==> src/rtl/scr64_scrambler.sv <==
`timescale 1ns / 1ps
module scr64_scrambler #(
  parameter int DATA_W = 64,
  parameter int STATE_W = 58,
  parameter int TAP_A = 39,
  parameter logic [STATE_W-1:0] SEED = '1
) (
  input  logic              clk,
  input  logic              rst,
  input  logic [DATA_W-1:0] din,
  input  logic              din_vld,
  output logic [DATA_W-1:0] dout
);
  localparam int EXT_W = STATE_W + DATA_W;

  // ext[STATE_W-1:0]: history, oldest at index 0; ext[EXT_W-1:STATE_W]: new bits in line order
  function automatic logic [EXT_W-1:0] unroll(input logic [STATE_W-1:0] st,
                                              input logic [DATA_W-1:0] d);
    logic [EXT_W-1:0] e;
    e = '0;
    for (int k = 0; k < STATE_W; k++) e[STATE_W-1-k] = st[k];
    for (int i = 0; i < DATA_W; i++)
      e[STATE_W+i] = d[i] ^ e[STATE_W+i-TAP_A] ^ e[i];
    return e;
  endfunction

  logic [STATE_W-1:0] state_q, state_nx;
  logic [DATA_W-1:0]  dout_q;
  logic [EXT_W-1:0]   ext;

  assign ext  = unroll(state_q, din);
  assign dout = dout_q;

  always_comb
    for (int k = 0; k < STATE_W; k++) state_nx[k] = ext[EXT_W-1-k];

  always_ff @(posedge clk) begin
    if (rst) begin
      state_q <= SEED;
      dout_q  <= '0;
    end else if (din_vld) begin
      state_q <= state_nx;
      dout_q  <= ext[EXT_W-1:STATE_W];
    end
  end
endmodule

==> config.mk <==
export PLATFORM = sky130hd
export DESIGN_NAME = scr64_scrambler
export DESIGN_NICKNAME = d
export VERILOG_FILES = /design/src/rtl/scr64_scrambler.sv
export SDC_FILE = /design/constraint.sdc
export NUM_CORES = 1
export LEC_CHECK = 0
export BUFFER_PORTS_ARGS = -buffer_cell sky130_fd_sc_hd__buf_2
export CAP_MARGIN = 10
export CELL_PAD_IN_SITES_DETAIL_PLACEMENT = 0
export CELL_PAD_IN_SITES_GLOBAL_PLACEMENT = 2
export CORE_UTILIZATION = 37
export DETAILED_ROUTE_END_ITERATION = 6
export PLACE_DENSITY_LB_ADDON = 0.1
export RECOVER_POWER = 50
export SETUP_SLACK_MARGIN = 0.5
export SYNTH_ARGS = -nofsm -noshare
export SYNTH_HDL_FRONTEND = slang
export SYNTH_SLANG_ARGS = --single-unit
==> constraint.sdc <==
create_clock -name clk -period 4.04 [get_ports clk]
set_input_delay 0.808 -clock clk [delete_from_list [all_inputs] [get_ports clk]]
set_output_delay 0.808 -clock clk [all_outputs]
set_load 0.01 [all_outputs]
==> flow_summary.ini, run 1 <==
[finish]
drive_gt1_share_pct = 15.02
seq_area_sq_mm = 0.002442
area_delta_synth_final_pct = 21.80
final_cells = 955
n_antenna_cell = 0
multi_input_area_sq_mm = 0.003438
final_net_count = 793
fin_util_pct = 46.77
nFillCells = 1593

[logic_synthesis]
yosysTopAreaCellShare_pct = 39.47
synth_adder_area_share_pct = 0
synthXorXnorAreaFrac_pct = 27.27
ys_ff_latch = 122
synth_area_leaders = dfxtp_1 (39%), xor3_1 (15%), a21oi_1 (7.4%)
synth-compound-area-share_pct = 12.68
synth_top_cell_by_area = dfxtp_1
synth.cell_area_sq_mm = 0.006188
synth_nets = 682
synthCells = 615
syn_area_per_cell_sq_um = 10.06
ys_seq_area_share_pct = 39.47
synth_warnings = 0
yosys.area_share.simple_pct = 14.60
synth_top_family_by_area = XOR/XNOR gates
synthMuxAreaShare_pct = 0.9705
netlist-cell-type-count = 29

[pwr]
p_leak_nw = 3.363
powerDensity_mw_per_mm2 = 571.3
peakVddDrop_uv = 307.5

[drt]
drt_iter0_markers = 264
vias = 4780
drt-total-wl_mm = 16.84
detail_route.first_pass.iterations = 4
vias_per_cell = 5.005
wl_per_cell_um = 17.63
drc = 0
ant_nets = 0

[timing]
setup_ws_ns = 1.117
timing.setup.tns_ns = 0
rsz0062_at_grt = false
slew-limit-headroom_pct = -6.788
skew_ns = 0.005660
finalHoldViolations = 0
post-route-period-util_pct = 72.35
fmax_mhz = 342.1
worst_pin_slew_ns = 1.602
finalSetupViolCount = 0
report.final.slew_viol_count = 72
fin_crit_ns = 2.923

[placement]
dp_slack_ns = 1.304
dp_hpwl_mm = 12.09
io_buffers = 130
dp.cells = 923
place.gp.congestion = 0.7498

[floorplan]
boundaryPins = 131
die_width_um = 131.3
start_util_pct = 38.40
fp.dieArea_sq_mm = 0.01725
core_area_sq_mm = 0.01612
fp.dieH_um = 131.3
row_count = 46

[cts]
worstSkewPairLatency_ns = 0.42
cts.repair.resized = 0
clkTransAtPathRegs_ns = 0.05
cts_setup_buffers = 0
cts.sinks = 122
cts_tree = built
cts_buffers = 17
ctsRootBufferMaster = clkbuf_16
cts_htree_levels = 4
ctsHoldBuffers = 0
clockBufferDepth = 2

[worst_hold_path]
hold_path_class = reg -> reg

[run_status]
run_status = finished with violations
violations = max-capacitance violations, max-slew violations

[grt]
antenna_found_initial = 0
grt_overflow = 0
grt_util_all_layers_pct = 20.46
grt_first_pass_wirelength_mm = 26.38
grt_start_max_net_pins = 72
first_global_vias = 4653

[worst_setup_path]
crit_arrival_ns = 3.25
critical_path_class = in -> reg
critPathLaunchType = input pin
worst_setup_path_end_kind = register
worstPathRequired_ns = 4.37
crit_fanout = 71

[flow_run]
cap_violations = 1
==> area by class of cell <==
type	count	share of cell area [%]
Timing Repair Buffer	136	8.317
Clock inverter	14	3.237
Multi-Input combinational cell	429	45.62
Clock buffer	18	5.827
Tap cell	216	3.586
Sequential cell	122	32.40
Inverter	20	1.013
==> where the power goes <==
part	internal, mW	leakage (nW)	total, mW	switching, mW
combinational	0.549	2.02	1.02	0.470
clock	1.18	0.327	1.75	0.574
sequential	1.38	1.01	1.54	0.161
total	3.10	3.36	4.31	1.20
==> registers in the layout, indices dropped and copies added, names as in the netlist <==
register,count
state_q,58
dout,64
==> critical path: stages <==
cell	delay (ns)
clkbuf_1	0.11
clkbuf_2	1.19
nor2b_2	0.36
buf_4	0.34
or2b_1	0.26
o221ai_1	0.16
==> Yosys cell counts <==
library cell	number
nand3_1	37
o311ai_1	6
o221ai_1	6
a21oi_1	91
o311ai_0	13
clkbuf_1	25
xnor2_1	32
or2b_1	2
clkbuf_2	1
o21ai_0	13
nand3b_1	19
inv_1	20
xnor3_1	19
nor2_1	6
buf_6	1
o211ai_1	6
buf_4	2
xor3_1	39
nor2b_1	1
nor3_1	6
dfxtp_1	122
nand2_1	105
or2_2	6
xor2_1	6
or4_1	6
mux2i_1	6
nand2b_1	4
buf_2	11
clkbuf_8	4
==> cells in the final DEF (no fill, tap or decap), drive strengths merged <==
cell and n:
buf 70, or2b 2, inv 20, o211ai 6, nand2b 4, nor2b 1, clkinv 6, or4 6
bufinv 6, xnor3 19, a21oi 91, clkbuf 84, clkinvlp 2, mux2i 6, nand3b 19, xor3 39
o21ai 13, xnor2 32, or2 6, nand2 105, dfxtp 122, nand3 37, o311ai 19, xor2 6
nor2 6, o221ai 6, nor3 6
==> kinds of logic (layout without fill, tap and decap cells) <==
family,after synthesis,in the layout
AND/OR/NAND/NOR,192,192
AO/OA/AOI/OAI,135,135
flip-flops,122,122
XOR/XNOR,96,96
buffers and inverters,64,188
multiplexers,6,6
==> per-layer routing <==
layer / global-route usage, % / wire length (um) / vias up / part of all wire, %
met5: 0 / 0 / - / 0
met4: 6.008 / 183 / 0 / 1.1
met3: 4.552 / 885 / 17 / 5.3
met2: 32.24 / 7868 / 134 / 47
met1: 28.01 / 7899 / 2262 / 47
li1: - / - / 2367 / -
==> worst paths after layout <==
check | from | end | slack (ns) | cells after the start
setup reg to reg | state_q[57] | dout[39] | 2.37 | 3
hold / removal | dout[26] | dout[26] | 0.46 | 2
hold reg to reg | dout[26] | dout[26] | 0.46 | 2
setup / recovery | din_vld | dout[59] | 1.12 | 6
==> metrics by stage <==
step                cell area, sq um  hold slack, ns  power [mW]
floorplan                       6188          0.4671       2.280
global placement                6938          0.4528       2.602
detailed placement              6938          0.4541       2.612
CTS                             7621          0.4631       4.384
global route                    7537          0.4825       4.527
finish                          7537          0.4611       4.306
No activity file was read; power rests on OpenSTA's default activity.
==> run 2, diff against run 1 <==
- ABC_AREA: default -> 1
- CORE_UTILIZATION: 37 -> 27
- clock period: 4.04 -> 2.4 ns (I/O delays scaled with it)
==> run 2 against run 1 <==
Compared with the run above: the flow now finishes without violations; sequential share of layout area grew 1.6 points; critical path depth shrank 1; global-route usage shrank 3.8 points; largest cell class unchanged; highest routed layer is now met5.
==> flow_summary.ini, run 2 <==
[run_status]
run_status = finished clean

[pwr]
powerDensity_mw_per_mm2 = 866.5
power_mw = 6.231
p_leak_nw = 3.439
peakVddDrop_uv = 449.4

[finish]
n_antenna_cell = 0
drive_gt1_share_pct = 22.15
final_cell_mix = nand2_1 (249), buf_2 (128), dfxtp_1 (122), a21oi_1 (85), nand3_1 (69)
mostFrequentLayoutCell = nand2_1
final_net_count = 949
area_delta_synth_final_pct = 26.59
stdcell_area_sq_mm = 0.007191
largest_reg_flops = 64

[timing]
timing.hold.ws_ns = 0.4167
fmax_mhz = 646.2
fin_crit_ns = 1.548
report.final.slew_viol_count = 0
rsz0062_at_grt = false
skew_ns = 0.008293
slew-limit-headroom_pct = 38.30
finalHoldViolations = 0
setup_ws_ns = 0.8524
timing.setup.tns_ns = 0
finalSetupViolCount = 0
worst_pin_slew_ns = 0.9244
post-route-period-util_pct = 64.48

[worst_setup_path]
worstPathRequired_ns = 2.74
crit_fanout = 23
critical_path_class = in -> reg
crit_arrival_ns = 1.88
critPathLaunchType = input pin
worst_setup_path_end_kind = register

[cts]
clockBufferDepth = 2
cts_htree_levels = 4
worstSkewPairLatency_ns = 0.41
ctsHoldBuffers = 0
cts.repair.resized = 0
clkTransAtPathRegs_ns = 0.05
cts_buffers = 17
cts.sinks = 122
ctsRootBufferMaster = clkbuf_16
cts_tree = built
cts_setup_buffers = 0

[logic_synthesis]
synthTopCellsByCount = nand2_1 (248), dfxtp_1 (122), a21oi_1 (85), nand3_1 (68), inv_1 (53)
ys_ff_latch = 122
synthXorXnorAreaFrac_pct = 9.251
ys_seq_area_share_pct = 43.00
synth_top_cell_by_area = dfxtp_1
synth_nets = 826
yosysTopAreaCellShare_pct = 43.00
synthMuxAreaShare_pct = 0
async_flop_share_pct = 0
yosys_most_used_dff = dfxtp_1
synth_top_family_by_area = simple AND/OR/NAND/NOR gates
synth.most_common_cell = nand2_1
synth_warnings = 0
netlist-cell-type-count = 19
synth-compound-area-share_pct = 12.69
synth_adder_area_share_pct = 0
synth.cell_area_sq_mm = 0.005680
syn_area_per_cell_sq_um = 7.484
synthCells = 759
yosys.area_share.simple_pct = 28.44
synth_edf_count = 0
synth_area_leaders = dfxtp_1 (43%), nand2_1 (16%), xnor2_1 (7.7%)

[flow_run]
cap_violations = 0

[drt]
drt_iter0_markers = 197
wl_per_cell_um = 15.14
detail_route.first_pass.iterations = 6
vias = 5121
drt-total-wl_mm = 17.62
ant_nets = 0
vias_per_cell = 4.399
drc = 0

[floorplan]
core_area_sq_mm = 0.02043
start_util_pct = 27.80
die_width_um = 147.0
fp.dieH_um = 147.0
boundaryPins = 131
row_count = 52
fp.dieArea_sq_mm = 0.02162

[grt]
first_global_vias = 5013
antenna_found_initial = 1
grt_overflow = 0
grt_util_all_layers_pct = 16.69
grt_first_pass_wirelength_mm = 27.23
grt_start_max_net_pins = 84

[placement]
dp_hpwl_mm = 13.05
io_buffers = 130
dp_slack_ns = 0.7770
placed_cell_area_sq_mm = 0.006625
place.gp.congestion = 0.7653

[worst_hold_path]
hold_path_class = in -> reg
run 2: report_power, final:
group | internal, mW | switching [mW] | total [mW]
Clock | 1.64 | 0.922 | 2.57
Combinational | 0.502 | 0.742 | 1.24
Sequential | 2.25 | 0.174 | 2.42
run 2: cell type report:
| cell class | count | area (sq um) |
|---|---|---|
| Sequential cell | 122 | 2442 |
| Multi-Input combinational cell | 544 | 2854 |
| Timing Repair Buffer | 137 | 754.5 |
| Clock buffer | 22 | 454.2 |
| Fill cell | 2263 | 13240 |
| Inverter | 60 | 225.2 |
| Clock inverter | 9 | 122.6 |
| Tap cell | 270 | 337.8 |
run 2: per-stage QoR:
step           cells  util (%)
2_1_floorplan    759         -
3_3_place_gp    1133     32.43
3_5_place_dp    1133     32.43
4_1_cts         1164     35.25
5_1_grt         1164     35.20
6_report        1164     35.20
run 2: worst paths after layout:
path | from | end | slack [ns] | cells past startpoint
hold reg to reg | dout[32] | dout[32] | 0.46 | 2
setup reg to reg | state_q[19] | dout[58] | 1.05 | 9
hold / removal | rst | dout[47] | 0.42 | 2
setup / recovery | din_vld | dout[60] | 0.85 | 5
run 2: critical path, stage by stage:
cell and delay [ns]:
clkbuf_1 0.13, inv_1 0.69, buf_4 0.36, nand2_1 0.07
a21oi_1 0.14
run 2: per-layer routing:
layer / track usage [%] / routed length, um
met5: 0 / 13
met2: 30.38 / 8970
met3: 3.540 / 663
met4: 5.773 / 210
met1: 19.16 / 7760
run 2: logic make-up (layout without fill, tap and decap cells):
group | Yosys count | count (layout)
flip-flops | 122 | 122
AND/OR/NAND/NOR | 362 | 362
XOR/XNOR | 60 | 60
AO/OA/AOI/OAI | 122 | 122
buffers and inverters | 93 | 228
==> run 3, diff against run 2 <==
- clock period: 2.4 -> 1.4 ns (I/O delays scaled with it)
==> run 3 against run 2 <==
Compared with the run above: power up 91%; core utilization is 7.4 points higher; sequential power increased by 75%; combinational power grew 140%; clock skew barely moved; final area grew 21%; global-route usage rose by 0.92 points; non-clock buffer count is 34 higher; flip-flop and latch count did not move.
==> flow_summary.ini, run 3 (same netlist as run 2, synthesis figures left out) <==
[run_status]
run_status = finished clean

[placement]
io_buffers = 130
placed_cell_area_sq_mm = 0.006738
place.gp.congestion = 0.7785
dp_slack_ns = 0.07414
dp_hpwl_mm = 13.07

[worst_setup_path]
startpoint = state_q[33]
worst_setup_path_end_kind = register
critical_path_class = reg -> reg
ff2ff_path_depth = 6
crit_fanout = 4
rrSetupSlack_ns = 0.13
critPathLaunchType = register
worstPathRequired_ns = 1.69
r2r-end = state_q[19]
reg2reg_from = state_q[33]
crit_arrival_ns = 1.56

[floorplan]
fp.dieArea_sq_mm = 0.02162
row_count = 52
start_util_pct = 27.80
core_area_sq_mm = 0.02043
fp.dieH_um = 147.0
die_width_um = 147.0
boundaryPins = 131

[finish]
stdcell_area_sq_mm = 0.008712
area_delta_synth_final_pct = 53.37
largest_reg_flops = 64
final_cell_mix = nand2_1 (196), a21oi_1 (74), buf_6 (69), dfxtp_1 (64), buf_2 (64)
nFillCells = 2125
n_antenna_cell = 0
drive_gt1_share_pct = 45.64
final_net_count = 983
mostFrequentLayoutCell = nand2_1

[drt]
vias_per_cell = 4.478
drc = 0
vias = 5369
detail_route.first_pass.iterations = 4
drt_iter0_markers = 118
drt-total-wl_mm = 18.65
ant_nets = 0
wl_per_cell_um = 15.56

[pwr]
peakVddDrop_uv = 865.4
power_mw = 11.92
powerDensity_mw_per_mm2 = 1368
p_leak_nw = 3.931
swShare_pct = 30.16
seqPwrFrac_pct = 35.6
clockPowerShare_pct = 39.8
power_frac_comb_pct = 24.6
internal_power_mw = 8.322
p_switching_mw = 3.594

[worst_hold_path]
hold_path_class = in -> reg
hp-start = rst
min_to = dout[12]
whs_path_depth = 2

[grt]
grt_overflow = 0
grt_util_all_layers_pct = 17.61
grt_start_max_net_pins = 68
first_global_vias = 5245
grt_first_pass_wirelength_mm = 28.72
antenna_found_initial = 0

[timing]
finalHoldViolations = 0
setup_ws_ns = 0.1287
timing.setup.tns_ns = 0
worst_pin_slew_ns = 0.4452
rsz0062_at_grt = true
slew-limit-headroom_pct = 70.11
finalSetupViolCount = 0
fin_crit_ns = 1.271
report.final.slew_viol_count = 0
post-route-period-util_pct = 90.81
skew_ns = 0.008082
fmax_mhz = 786.6

[cts]
cts_htree_levels = 4
clkTransAtPathRegs_ns = 0.06
cts_buffers = 17
ctsRootBufferMaster = clkbuf_16
worstSkewPairLatency_ns = 0.41
cts.sinks = 122
clockBufferDepth = 2
cts_tree = built

[flow_run]
cap_violations = 0
[run 3: cell count changes in the layout (fill, tap and decap cells not counted), moves of 24 or more]
cell and delta:
buf_2 -64, buf_4 +26, buf_6 +69, nand2_2 +39
dfxtp_1 -58, nand2_1 -53, nand3_2 +24, dfxtp_2 +48
nand3_1 -33
[run 3: metal layers]
metal	global-route usage [%]	wire length, um
met4	6.856	375
met3	4.317	821
met5	0	0
met2	30.47	9535
met1	20.86	7921
[run 3: worst max-delay path, cell delays in order, from the launching register on]
cell and delay [ns]:
dfxtp_4 0.36, or2_4 0.23, nand3_1 0.11, nand2_4 0.08, or2_1 0.22, nand3_2 0.09
o211ai_2 0.07
[run 3: what timing repair did]
item                       CTS  global route
hold buffers                 0             0
resized for setup          252           120
buffers inserted            14            14
setup endpoints to repair  186           184
pin swaps                   53            56
[run 3: layout make-up]
cell class	instances	area, sq um	share of cell area [%]
Clock inverter	14	193.9	2.226
Sequential cell	122	2540	29.15
Tap cell	270	337.8	3.878
Timing Repair Buffer	171	1473	16.90
Multi-Input combinational cell	544	3492	40.08
Inverter	60	236.5	2.714
Clock buffer	18	439.2	5.041
[run 3: worst max path at each step]
stage | endpoint | slack (ns) | depth (start not counted)
floorplan | state_q[19] | 0.26 | 6
global placement | dout[60] | 0.09 | 9
detailed placement | dout[60] | 0.07 | 9
CTS | dout[40] | 0.16 | 6
global route | dout[53] | 0.06 | 6
finish | state_q[19] | 0.13 | 6
[run 3: through the flow]
| step | util [%] | std cells | hold WS, ns |
|---|---|---|---|
| finish | 42.64 | 1199 | 0.1103 |
| global route | 42.64 | 1199 | 0.09603 |
| CTS | 41.27 | 1185 | 0.08011 |
| detailed placement | 32.98 | 1139 | 0.4522 |
| global placement | 32.98 | 1139 | 0.4499 |
| floorplan | - | 759 | 0.4557 |
[run 3: power by group through the flow]
stage | Combinational, mW | Sequential (mW) | Clock [mW]
3_5_place_dp | 2.21 | 4.24 | 0
6_report | 2.93 | 4.24 | 4.74
5_1_grt | 3.23 | 4.30 | 5.07
3_3_place_gp | 2.20 | 4.24 | 0
4_1_cts | 2.75 | 4.27 | 4.86
2_1_floorplan | 1.39 | 4.25 | 0
